[src/rtl/txn_pkg.sv]
package txn_pkg;
  typedef enum logic [1:0] {
    K_READ  = 2'd0,
    K_READX = 2'd1,
    K_UPGR  = 2'd2,
    K_WBACK = 2'd3
  } kind_e;

  function automatic logic kind_takes_slot(kind_e k);
    return (k == K_READ) || (k == K_READX);
  endfunction
endpackage

[src/rtl/txn_entry.sv]
module txn_entry
  import txn_pkg::*;
#(
  parameter int ADDR_W  = 32,
  parameter int STATE_W = 2
) (
  input  logic               clk,
  input  logic               rst_n,
  input  logic               alloc,
  input  logic [ADDR_W-1:0]  alloc_addr,
  input  kind_e              alloc_kind,
  input  logic               alloc_mine,
  input  logic               retire,
  input  logic               grab_set,
  input  logic               st_set,
  input  logic [STATE_W-1:0] st_val,
  output logic               valid,
  output logic [ADDR_W-1:0]  addr,
  output kind_e              kind,
  output logic               mine,
  output logic               grab,
  output logic               known,
  output logic [STATE_W-1:0] state,
  output logic               dup
);
  // an allocation onto a live slot is only legal when the slot retires now
  assign dup = alloc && valid && !retire;

  always_ff @(posedge clk) begin
    if (!rst_n) begin
      valid <= 1'b0;
      addr  <= '0;
      kind  <= K_READ;
      mine  <= 1'b0;
      grab  <= 1'b0;
      known <= 1'b0;
      state <= '0;
    end else if (alloc) begin
      valid <= 1'b1;
      addr  <= alloc_addr;
      kind  <= alloc_kind;
      mine  <= alloc_mine;
      grab  <= 1'b0;
      known <= 1'b0;
      state <= '0;
    end else if (retire) begin
      valid <= 1'b0;
      grab  <= 1'b0;
      known <= 1'b0;
    end else if (valid) begin
      if (grab_set) grab <= 1'b1;
      if (st_set) begin
        known <= 1'b1;
        state <= st_val;
      end
    end
  end
endmodule

[src/rtl/txn_match.sv]
module txn_match #(
  parameter int N      = 8,
  parameter int ADDR_W = 32
) (
  input  logic [N-1:0]             valid,
  input  logic [N-1:0][ADDR_W-1:0] addr,
  input  logic [N-1:0]             excl_kind,
  input  logic                     lk_valid,
  input  logic [ADDR_W-1:0]        lk_addr,
  input  logic                     lk_excl,
  output logic [N-1:0]             hit_vec,
  output logic                     lk_issue,
  output logic                     lk_grab,
  output logic                     lk_wait
);
  logic any_hit, clash;

  for (genvar i = 0; i < N; i++) begin : g_cmp
    assign hit_vec[i] = valid[i] && (addr[i] == lk_addr);
  end

  assign any_hit  = |hit_vec;
  assign clash    = (|(hit_vec & excl_kind)) || (lk_excl && any_hit);
  assign lk_issue = lk_valid && !any_hit;
  assign lk_wait  = lk_valid && clash;
  assign lk_grab  = lk_valid && any_hit && !clash;
endmodule

[src/rtl/txn_resp.sv]
module txn_resp #(
  parameter int TAG_W   = 3,
  parameter int STATE_W = 2,
  parameter int N       = 1 << TAG_W
) (
  input  logic                      rs_valid,
  input  logic [TAG_W-1:0]          rs_tag,
  input  logic [N-1:0]              valid,
  input  logic [N-1:0]              mine,
  input  logic [N-1:0]              grab,
  input  logic [N-1:0]              known,
  input  logic [N-1:0][STATE_W-1:0] state,
  output logic [N-1:0]              retire,
  output logic                      rs_hit,
  output logic                      rs_own,
  output logic                      rs_grab,
  output logic                      rs_known,
  output logic [STATE_W-1:0]        rs_state
);
  for (genvar i = 0; i < N; i++) begin : g_dec
    assign retire[i] = rs_valid && (rs_tag == TAG_W'(i));
  end

  assign rs_hit   = rs_valid && valid[rs_tag];
  assign rs_own   = rs_hit && mine[rs_tag];
  assign rs_grab  = rs_hit && grab[rs_tag];
  assign rs_known = rs_hit && known[rs_tag];
  assign rs_state = rs_known ? state[rs_tag] : '0;
endmodule

[src/rtl/txn_tracker.sv]
module txn_tracker
  import txn_pkg::*;
#(
  parameter int TAG_W   = 3,
  parameter int ADDR_W  = 32,
  parameter int STATE_W = 2
) (
  input  logic               clk,
  input  logic               rst_n,
  input  logic               rq_valid,
  input  logic [TAG_W-1:0]   rq_tag,
  input  logic [ADDR_W-1:0]  rq_addr,
  input  logic [1:0]         rq_kind,
  input  logic               rq_mine,
  input  logic               rs_valid,
  input  logic [TAG_W-1:0]   rs_tag,
  input  logic               st_valid,
  input  logic [TAG_W-1:0]   st_tag,
  input  logic [STATE_W-1:0] st_state,
  input  logic               lk_valid,
  input  logic [ADDR_W-1:0]  lk_addr,
  input  logic               lk_excl,
  output logic               lk_issue,
  output logic               lk_grab,
  output logic               lk_wait,
  output logic               rs_hit,
  output logic               rs_own,
  output logic               rs_grab,
  output logic               rs_known,
  output logic [STATE_W-1:0] rs_state,
  output logic               sh_assert,
  output logic               dup_err
);
  localparam int N = 1 << TAG_W;

  kind_e                    in_kind;
  logic                     takes_slot;
  logic [N-1:0]             e_valid, e_mine, e_grab, e_known, e_dup, e_excl;
  logic [N-1:0]             retire, hit_vec;
  logic [N-1:0][ADDR_W-1:0] e_addr;
  logic [N-1:0][STATE_W-1:0] e_state;
  kind_e                    e_kind [N];
  logic                     dup_q;

  assign in_kind    = kind_e'(rq_kind);
  assign takes_slot = rq_valid && kind_takes_slot(in_kind);

  for (genvar i = 0; i < N; i++) begin : g_slot
    txn_entry #(.ADDR_W(ADDR_W), .STATE_W(STATE_W)) u_entry (
      .clk        (clk),
      .rst_n      (rst_n),
      .alloc      (takes_slot && (rq_tag == TAG_W'(i))),
      .alloc_addr (rq_addr),
      .alloc_kind (in_kind),
      .alloc_mine (rq_mine),
      .retire     (retire[i]),
      .grab_set   (lk_grab && hit_vec[i]),
      .st_set     (st_valid && (st_tag == TAG_W'(i))),
      .st_val     (st_state),
      .valid      (e_valid[i]),
      .addr       (e_addr[i]),
      .kind       (e_kind[i]),
      .mine       (e_mine[i]),
      .grab       (e_grab[i]),
      .known      (e_known[i]),
      .state      (e_state[i]),
      .dup        (e_dup[i])
    );
    assign e_excl[i] = (e_kind[i] == K_READX);
  end

  txn_match #(.N(N), .ADDR_W(ADDR_W)) u_match (
    .valid     (e_valid),
    .addr      (e_addr),
    .excl_kind (e_excl),
    .lk_valid  (lk_valid),
    .lk_addr   (lk_addr),
    .lk_excl   (lk_excl),
    .hit_vec   (hit_vec),
    .lk_issue  (lk_issue),
    .lk_grab   (lk_grab),
    .lk_wait   (lk_wait)
  );

  txn_resp #(.TAG_W(TAG_W), .STATE_W(STATE_W), .N(N)) u_resp (
    .rs_valid (rs_valid),
    .rs_tag   (rs_tag),
    .valid    (e_valid),
    .mine     (e_mine),
    .grab     (e_grab),
    .known    (e_known),
    .state    (e_state),
    .retire   (retire),
    .rs_hit   (rs_hit),
    .rs_own   (rs_own),
    .rs_grab  (rs_grab),
    .rs_known (rs_known),
    .rs_state (rs_state)
  );

  // a grabbing controller that did not originate the read announces sharing
  assign sh_assert = |(e_valid & e_grab & ~e_mine);

  always_ff @(posedge clk) begin
    if (!rst_n) dup_q <= 1'b0;
    else        dup_q <= |e_dup;
  end
  assign dup_err = dup_q;
endmodule

[config.mk]
export PLATFORM = sky130hd
export DESIGN_NAME = txn_tracker
export DESIGN_NICKNAME = d
export VERILOG_FILES = /design/src/rtl/txn_pkg.sv /design/src/rtl/txn_entry.sv /design/src/rtl/txn_match.sv /design/src/rtl/txn_resp.sv /design/src/rtl/txn_tracker.sv
export SDC_FILE = /design/constraint.sdc
export NUM_CORES = 1
export LEC_CHECK = 0
export BUFFER_PORTS_ARGS = -buffer_cell sky130_fd_sc_hd__buf_4
export CORE_MARGIN = 1.5
export CORE_UTILIZATION = 30
export CTS_CLUSTER_DIAMETER = 50
export DETAILED_ROUTE_END_ITERATION = 8
export GPL_TIMING_DRIVEN = 0
export PLACE_DENSITY_LB_ADDON = 0.3
export SYNTH_ARGS = -nofsm -noshare
export SYNTH_HDL_FRONTEND = slang
export SYNTH_SLANG_ARGS = --single-unit
[constraint.sdc]
create_clock -name clk -period 2.7 [get_ports clk]
set_input_delay 0.135 -clock clk [delete_from_list [all_inputs] [get_ports clk]]
set_output_delay 0.135 -clock clk [all_outputs]
set_load 0.03 [all_outputs]
* After elaboration in Yosys (flattened, before gate mapping)
Index checks and enable logic that the tools add are counted.
** Word-level totals
- RAM bits :: 0
- Bits in latches :: 0
- Bits of input ports :: 85
- Logic and storage cells :: 270
- Output and inout port bits :: 11
- Bits in registers :: 321
- ROM bits :: 0
- Memories kept :: 0
** Operators by class
- Bitwise logic cells :: 13
- Shift operators :: 0
- Divide/modulo/power cells :: 0
- Eq/ne operators :: 38
- Reduce and logical (&&, ||, !) cells :: 134
- $mul :: 0
- Multiplexer cells :: 27
- $add $sub $neg :: 0
- Magnitude comparators :: 1
** Operator list (number)
- 32-bit == test :: 8
- 1-bit logical AND :: 66
- 3-bit == test (second input constant) :: 12
- 2-bit AND reduction :: 16
- 8-bit OR reduction :: 4
- 8-bit bitwise AND :: 3
- 3-bit AND reduction :: 8
- 3-bit OR reduction :: 8
- 1-bit 2-to-1 mux :: 20
- 2-bit by 1-bit == test with 1-bit output (second input constant) :: 9
- 3-bit by 2-bit == test with 1-bit output (second input constant) :: 6
- 2-bit nonzero test :: 8
- 2-bit OR reduction :: 8
- 1-bit binary-select mux with 3-bit select :: 4
- 1-bit logical NOT :: 10
- 3-bit by 1-bit == test with 1-bit output (second input constant) :: 3
- 3-bit logical NOT :: 3
- 1-bit NOT :: 9
- 8-bit NOT :: 1
- 2-bit binary-select mux with 3-bit select :: 1
- 3-bit by 4-bit < comparator with 1-bit output (second input constant) :: 1
- 2-bit 2-to-1 mux :: 2
- 2-bit logical NOT :: 1
- 1-bit logical OR :: 2

* Longest topological paths before layout
Gate-level depths: netlist (run 1).
- Word-level depth :: 9
- Gate-level depth with buffers :: 9

* By module
From an unflattened synthesis (run 1), not the netlist that was laid out.
** Second synthesis, totals
- Cells, all modules :: 1596
- Area total of the unflattened synthesis :: 16605.9 um^2
** By module, submodules not included
- txn_entry :: area an instance 1555.2 um^2, cells each 134, times used 8
- txn_match :: area an instance 3314.4 um^2, cells each 405, times used 1
- txn_resp :: area an instance 511.7 um^2, cells each 58, times used 1
- txn_tracker :: area an instance 337.8 um^2, cells each 61, times used 1

* Worst setup path before layout (run 1)
OpenSTA, ideal clock, no wires.
- Path type :: input to output
- Start :: input lk_addr[25]
- End :: output lk_issue
- Arrival time :: 2039 ps
- Slack :: 526 ps
- Stages on the path :: 7
- Path through :: buf_2 xor2_1 nor4_1 nor4bb_1 and3_2 a21bo_2 nor4_1
** Between the ends
- Cells in the longest elaborated chain, start to end :: 5
** RTL lines
- start: declaration :: RTL line txn_tracker.sv:21 : input logic [ADDR_W-1:0] lk_addr,
- 32-bit == test :: RTL line txn_match.sv:19 : assign hit_vec[i] = valid[i] && (addr[i] == lk_addr);
- 1-bit logical AND :: RTL line txn_match.sv:19
- 8-bit OR reduction * :: RTL line txn_match.sv:22 : assign any_hit = |hit_vec;
- 1-bit logical NOT * :: RTL line txn_match.sv:24 : assign lk_issue = lk_valid && !any_hit;
- 1-bit logical AND * :: RTL line txn_match.sv:24
- end: declaration :: RTL line txn_tracker.sv:23 : output logic lk_issue,
Every way passes the cells marked *; elsewhere a longest branch is shown, timed or not.

* Final worst setup path (run 1)
- Start :: register g_slot[2].u_entry.addr[1]
- End :: output lk_wait
** Between the ends
- Cells in the longest elaborated chain, start to end :: 6
** RTL lines
- start: declaration :: RTL line txn_entry.sv:18 : output logic [ADDR_W-1:0] addr,
- start signal: assignment :: RTL line txn_entry.sv:40 : addr <= alloc_addr;
- 32-bit == test * :: RTL line txn_match.sv:19
- 1-bit logical AND * :: RTL line txn_match.sv:19
- 8-bit bitwise AND / 8-bit OR reduction (equally long branches) :: RTL line txn_match.sv:23, txn_match.sv:22
- 8-bit OR reduction / 1-bit logical AND (equally long branches) :: RTL line txn_match.sv:23 : assign clash = (|(hit_vec & excl_kind)) || (lk_excl && any_hit);
- 1-bit logical OR * :: RTL line txn_match.sv:23
- 1-bit logical AND * :: RTL line txn_match.sv:25 : assign lk_wait = lk_valid && clash;
- end: declaration :: RTL line txn_tracker.sv:25 : output logic lk_wait,
Marks and branches as above.

==> results of run 1 <==
==> cells by family (layout without fill, tap and decap cells) <==
group,count (synthesis),after routing
other,0,1
buffers and inverters,197,329
AND/OR/NAND/NOR,797,797
AO/OA/AOI/OAI,324,324
XOR/XNOR,242,242
multiplexers,34,34
flip-flops,321,321
==> flip-flops by register name (all words and copies together), names as in the netlist <==
register	cells
g_slot.u_entry.addr	256
g_slot.u_entry.kind	16
g_slot.u_entry.state	16
g_slot.u_entry.grab	8
g_slot.u_entry.known	8
g_slot.u_entry.mine	8
g_slot.u_entry.valid	8
dup_err	1
==> metrics by stage <==
stage	utilization (%)	setup WS (ps)	area [um2]	hold WS (ps)	cells
after floorplan	-	526.1	15900	407.4	1915
after global placement	32.29	-366.6	16940	447.9	2627
after detailed placement	32.29	-376.5	16940	452.6	2627
after CTS	36.08	-141.5	18920	7.658	2734
after global routing	36.23	-223.0	19000	40.81	2735
final	36.24	-190.4	19000	19.27	2736
==> repair_timing <==
item | 4_1_cts | 5_1_grt
resized for setup | 46 | 11
endpoints found under the hold margin | 181 | 0
pin swaps | 27 | 13
hold buffers | 24 | 0
setup endpoints to repair | 3 | 3
buffers inserted | 8 | 1
==> power by group through the flow <==
stage / Combinational, mW / Sequential, mW / Clock (mW)
after floorplan: 0.607 / 4.93 / 0
after global routing: 1.14 / 4.84 / 6.07
after global placement: 1.01 / 4.93 / 0
final: 1.09 / 4.84 / 5.83
after CTS: 1.07 / 4.83 / 5.86
after detailed placement: 1.01 / 4.94 / 0
==> critical path, cell delays in order (launching register included) <==
cell     delay, ps
dfxtp_1        320
xor2_1         170
nor4_1         340
nand4_1        160
buf_6          160
or3_4          420
nand4_1        200
o31ai_1        120
a21oi_2        140
buf_6          140
==> cell type report <==
cell class	instances	area share [%]
Antenna cell	1	0.01317
Multi-Input combinational cell	1397	46.51
Inverter	21	0.4148
Timing Repair Buffer	57	2.647
Clock buffer	59	6.360
Buffer	175	4.549
Sequential cell	321	33.85
Clock inverter	17	1.126
Tap cell	688	4.530
==> worst max path at each step <==
stage / startpoint / endpoint / slack (ps) / cells after the start
floorplan: lk_addr[25] / lk_issue / 530 / 7
global placement: lk_addr[25] / lk_wait / -370 / 9
CTS: g_slot[2].u_entry.addr[15] / lk_wait / -140 / 9
finish: g_slot[2].u_entry.addr[1] / lk_wait / -190 / 9
detailed placement: lk_addr[25] / lk_wait / -380 / 9
global route: g_slot[2].u_entry.addr[15] / lk_wait / -220 / 9
==> cells in the final DEF, fill, tap and decap left out, drive strengths merged, types with 16 or more instances in the layout <==
cell type,Yosys,final
buf,57,89
dlygate4sd3,0,24
dfxtp,321,321
mux2i,20,20
clkbuf,119,178
nor2,50,50
nor4,25,25
a21boi,280,280
nand4,58,58
xor2,74,74
inv,21,23
xnor2,168,168
nand2,578,578
nand3,20,20
a31oi,16,16
==> metal layers <==
metal / share of wire, % / up-vias / global-route usage (%)
li1: - / 6482 / -
met1: 44 / 6809 / 30.80
met2: 45 / 593 / 36.21
met3: 8.0 / 116 / 4.150
met4: 3.4 / 0 / 8.085
met5: 0 / - / 0
==> metrics.md, run 1 <==
| Metric | Value |
|---|---|
| Hold Path Depth | `3` |
| R2R Setup Slk | `about 510 ps` |
| Adder-Cell Fraction of Synth Area | `0%` |
| Initial antenna violation count | `1` |
| Area of the multi-input gates | `roughly 8800 um2` |
| WP data required | `around 2600 ps` |
| Worst Path Max Fanout | `3` |
| Most frequent cell after synthesis | `nand2_1` |
| CP Class | `register to primary output` |
| DRC violations left | `0` |
| Root cell of the clock tree | `clkbuf_16` |
| PnR worst setup slack | `-190.4 ps` |
| Worst slew pin tran | `between 1000 and 1500 ps` |
| Nets | `between 2000 and 2500` |
| Critical path capture point type | `primary output` |
| Maxcap violations | `0` |
| Yosys reg bits | `~320` |
| Vias per cell | `5.117` |
| Max IR drop VDD | `0.4700 mV` |
| Crit path launch type | `register` |
| RSZ-0062 raised after global routing | `true` |
| Worst hold start | `st_state[0]` |
| Max-slew violation count | `0` |
| Commonest cells in the synthesized netlist | `nand2_1, dfxtp_1, a21boi_0` |
| Layout fillers | `~5400` |
| Comb power frac | `9.3%` |
| Buffers added on ports | `24` |
| Total number of vias | `between 10000 and 15000` |
| Largest net degree at the start of global routing | `12` |
| Cells after Synth | `approximately 1900` |
| Core area | `roughly 52000 um2` |
| Worst rel slew slack | `7.309%` |
| Final Power | `around 12 mW` |
| Die footprint | `54370 um2` |
| Register Area | `~6400 um2` |
| Critical Path AT | `roughly 2800 ps` |
| CTS tree | `built` |
| Async SR Flop Fraction | `0%` |
| Hold Vio Cnt, Final | `0` |
| Drt wl/cell | `between 20 and 25 um` |
| H-tree levels | `2` |
| Num CTS Buffers | `43` |
| FP Rows | `84` |
| Fin Clk Skew | `21.58 ps` |
| Largest family of logic cells by synthesized area | `simple AND/OR/NAND/NOR gates` |
| Die width | `between 200 and 250 um` |
| Register area share after synthesis | `around two fifths` |
| Post-synth EDFFs | `0` |
| Leakage power | `around 6.6 nW` |
| Post-synthesis simple-gate area fraction | `~22%` |
| Multiplexer area fraction after synthesis | `roughly 3.1%` |
| Final Wtd Congestion | `a little over 0.9` |
| Synth top area cells | `dfxtp_1, nand2_1, a21boi_0` |
| TritonRoute pass-1 iters | `5` |
| Reg2reg start | `g_slot[0].u_entry.addr[11]` |
| Ys Warns | `0` |
| HP Class | `input port to register` |
| Initial Utilization | `roughly 30%` |
| Syn avg cell area | `~8.3 um2` |
| Clock-pin slew on the worst setup and hold paths | `60 ps` |
| Setup Viol. Count Final | `3` |
| Post-detail-place hpwl | `45980 um` |
| Top-area cell type share of the netlist area | `between 40 and 50%` |
| Vias in the first global route | `13250` |
| Final period util | `107.1%` |
| Hold endpoint | `g_slot[4].u_entry.state[0]` |
| TNS Setup | `-423.7 ps` |
| Synth Area in Compound Gates | `15.29%` |
| Psw | `between 3 and 4 mW` |
| Final WL | `62260 um` |
| Layout cells sized above 1 | `11.53%` |
| Clk pwr share | `49.6%` |
| GRT Overall Usage | `22.81%` |
| Internal power | `8.692 mW` |
| Synthesized Nets | `2000` |
| Power share of the sequential group | `between 40% and 50%` |
| GRT overflow | `0` |
| Failing checks | `setup timing` |
| Fmax | `346.0 MHz` |
| TritonCTS Sinks | `around 320` |
| Remaining antenna violation count after routing | `0` |
| First-pass GRT wire length | `roughly 90000 um` |
| R2r endpoint | `g_slot[6].u_entry.grab` |
| Most used DFF post-synth | `dfxtp_1` |
| Synth Cell Area | `15900 um2` |
| Post-Synth XOR/XNOR Area | `between 10% and 20%` |
| Top Ports | `96` |
| Synth area leader | `dfxtp_1` |
| Area grow syn2layout | `19.56%` |
| Switching Fraction | `26.07%` |
| Yosys cell types | `56` |
| Worst-skew pair later-pin latency | `580 ps` |
| Longest Clk Path Bufs | `3` |
| Die Y | `233.2 um` |
| FF-to-FF path depth | `8` |
| Pwr dens | `618.6 nW/um2` |
| Initial DRC count | `between 1000 and 1500` |
| Status | `finished, violations left` |
| Post-route minimum period | `a little under 3000 ps` |
(Power assumes the default switching activity.)
==> inputs of run 2 (changes only) <==
RECOVER_POWER = 25   (was not set)
==> run 2 against run 1 <==
  * Combinational power about the same
  * Final cell count unchanged
  * Clock skew is 0.57 ps higher
  * Fmax decreased by 0.13%
  * Clock power about the same
  * Via count up 0.14%
  * Routed wire length is 0.21% higher
  * Sequential cell count unchanged
  * Critical endpoint unchanged
  * The flow still finishes with violations (setup timing)
==> metrics.md, run 2 (synthesized netlist as in run 1, its figures left out) <==
| Metric | Value |
|---|---|
| Status | `finished, violations left` |
| Failing checks | `setup timing` |
| WP data required | `2570 ps` |
| Design area | `around 19000 um2` |
| Leakage power | `about 6.6 nW` |
| Longest Clk Path Bufs | `3` |
| Final hold slack | `about 16 ps` |
| Pwr dens | `between 600 and 700 nW/um2` |
| RSZ-0062 raised after global routing | `true` |
| DRC violations left | `0` |
| Post-route insts no fill | `around 2700` |
| Vias per cell | `just over 5` |
| Finished Core Util | `36.23%` |
| Final Wtd Congestion | `a little over 0.9` |
| Clock-pin slew on the worst setup and hold paths | `60 ps` |
| Layout cells sized above 1 | `between 10% and 20%` |
| Remaining antenna violation count after routing | `0` |
| Core area | `52450 um2` |
| Die footprint | `around 54000 um2` |
| Drt wl/cell | `22.80 um` |
| Initial Utilization | `between 30 and 40%` |
| Root cell of the clock tree | `clkbuf_16` |
| First-pass GRT wire length | `around 90000 um` |
| Final WL | `about 62000 um` |
| Die Y | `between 200 and 250 um` |
| Dpl cells | `roughly 2600` |
| Crit path launch type | `register` |
| Post-route minimum period | `between 2000 and 3000 ps` |
| Total number of vias | `14020` |
| Initial antenna violation count | `1` |
| Area post-placement | `about 17000 um2` |
| GRT overflow | `0` |
| Area grow syn2layout | `19.54%` |
| Maxcap violations | `0` |
| Largest registers | `g_slot.u_entry.addr (256), g_slot.u_entry.kind (16), g_slot.u_entry.state (16)` |
| GRT Overall Usage | `22.81%` |
| Worst slew pin tran | `around 1300 ps` |
| Largest register FFs | `approximately 260` |
| Post-detail-place hpwl | `about 46000 um` |
| Buffers added on ports | `24` |
| Worst slack, placed | `-376.5 ps` |
| Cell family contributing the most delay on the critical path | `simple AND/OR/NAND/NOR gates` |
| TritonRoute pass-1 iters | `5` |
| Slowest CP cell | `or3_4` |
| Num CTS Buffers | `43` |
| Fin Clk Skew | `roughly 22 ps` |
| Commonest non-fill, non-tap cell in the layout | `nand2_1` |
| Worst Path Max Fanout | `3` |
| Setup Viol. Count Final | `3` |
| Critical-path cell list | `xor2_1, nor4_1, nand4_1, buf_6, or3_4, nand4_1, o31ai_1, a21oi_2, buf_6` |
| Critical Path AT | `about 2800 ps` |
| Top reg by flops | `g_slot.u_entry.addr` |
| Final Power | `about 12 mW` |
| Hold Vio Cnt, Final | `0` |
| Worst rel slew slack | `approximately an eighth` |
| Most frequent cells in the layout | `nand2_1, dfxtp_1, a21boi_0, xnor2_1, clkbuf_1` |
| CTS tree | `built` |
| Final period util | `107.2%` |
| Nets | `approximately 2100` |
| Vias in the first global route | `around 13000` |
| HP Class | `input port to register` |
| Worst-skew pair later-pin latency | `approximately 580 ps` |
| Fmax | `roughly 350 MHz` |
| TNS Setup | `-440.3 ps` |
| Slowest stage delay, CP | `around 420 ps` |
| Largest net degree at the start of global routing | `12` |
| Top Ports | `96` |
| Die width | `roughly 230 um` |
| Max IR drop VDD | `about 0.47 mV` |
| H-tree levels | `2` |
| Initial DRC count | `~1300` |
| CP Class | `register to primary output` |
| PnR worst setup slack | `-194.3 ps` |
| TritonCTS Sinks | `approximately 320` |
| FP Rows | `84` |
| WP buf/inv | `2` |
| Max-slew violation count | `0` |
| Critical path capture point type | `primary output` |
[run 2: path summary, 6_finish.rpt]
path                                     end                      start  slack, ps  cells after the start
setup / recovery                     lk_wait  g_slot[2].u_entry.addr[1]       -190                      9
hold / removal    g_slot[4].u_entry.state[0]                st_state[0]         20                      3
setup reg to reg      g_slot[6].u_entry.grab  g_slot[2].u_entry.addr[1]        510                      9
hold reg to reg    g_slot[4].u_entry.kind[0]  g_slot[4].u_entry.kind[0]        460                      2
[run 2: power breakdown]
group	internal, mW	leakage, nW	switching, mW
Sequential	4.79	2.59	0.0435
Clock	3.53	0.689	2.32
Combinational	0.373	3.27	0.717
Total	8.69	6.55	3.08
[run 2: layer usage]
layer	wire length (um)	GRT usage [%]	up-vias
met3	4976	4.150	114
met5	0	0	-
met1	27470	30.80	6840
li1	-	-	6484
met4	2124	8.085	0
met2	27820	36.21	581
[run 2: worst register-to-register path, delay by kind of cell (launching register included)]
kind	cells	cell delay, ps
flops	1	320
buf+inv	2	340
simple gates	5	1060
compound gates	1	180
xor+xnor	1	170
[run 2: layout make-up]
type,count,area (um2)
fillers,5393,33440
multi-input cells,1397,8838
flip-flops and latches,321,6434
clock buffers,59,1209
plain buffers,175,864.6
well taps,688,860.8
repair buffers,57,499.2
clock inverters,17,214.0
inverters,21,78.83
diodes,1,2.502
[run 2: repair_timing]
item                                    CTS  global route
endpoints found under the setup margin    3             3
hold endpoints to repair                181             0
pin swaps                                27            13
hold buffers                             24             0
buffers inserted                          8             1
gates cloned                              0             0
gates resized for setup                  46            11
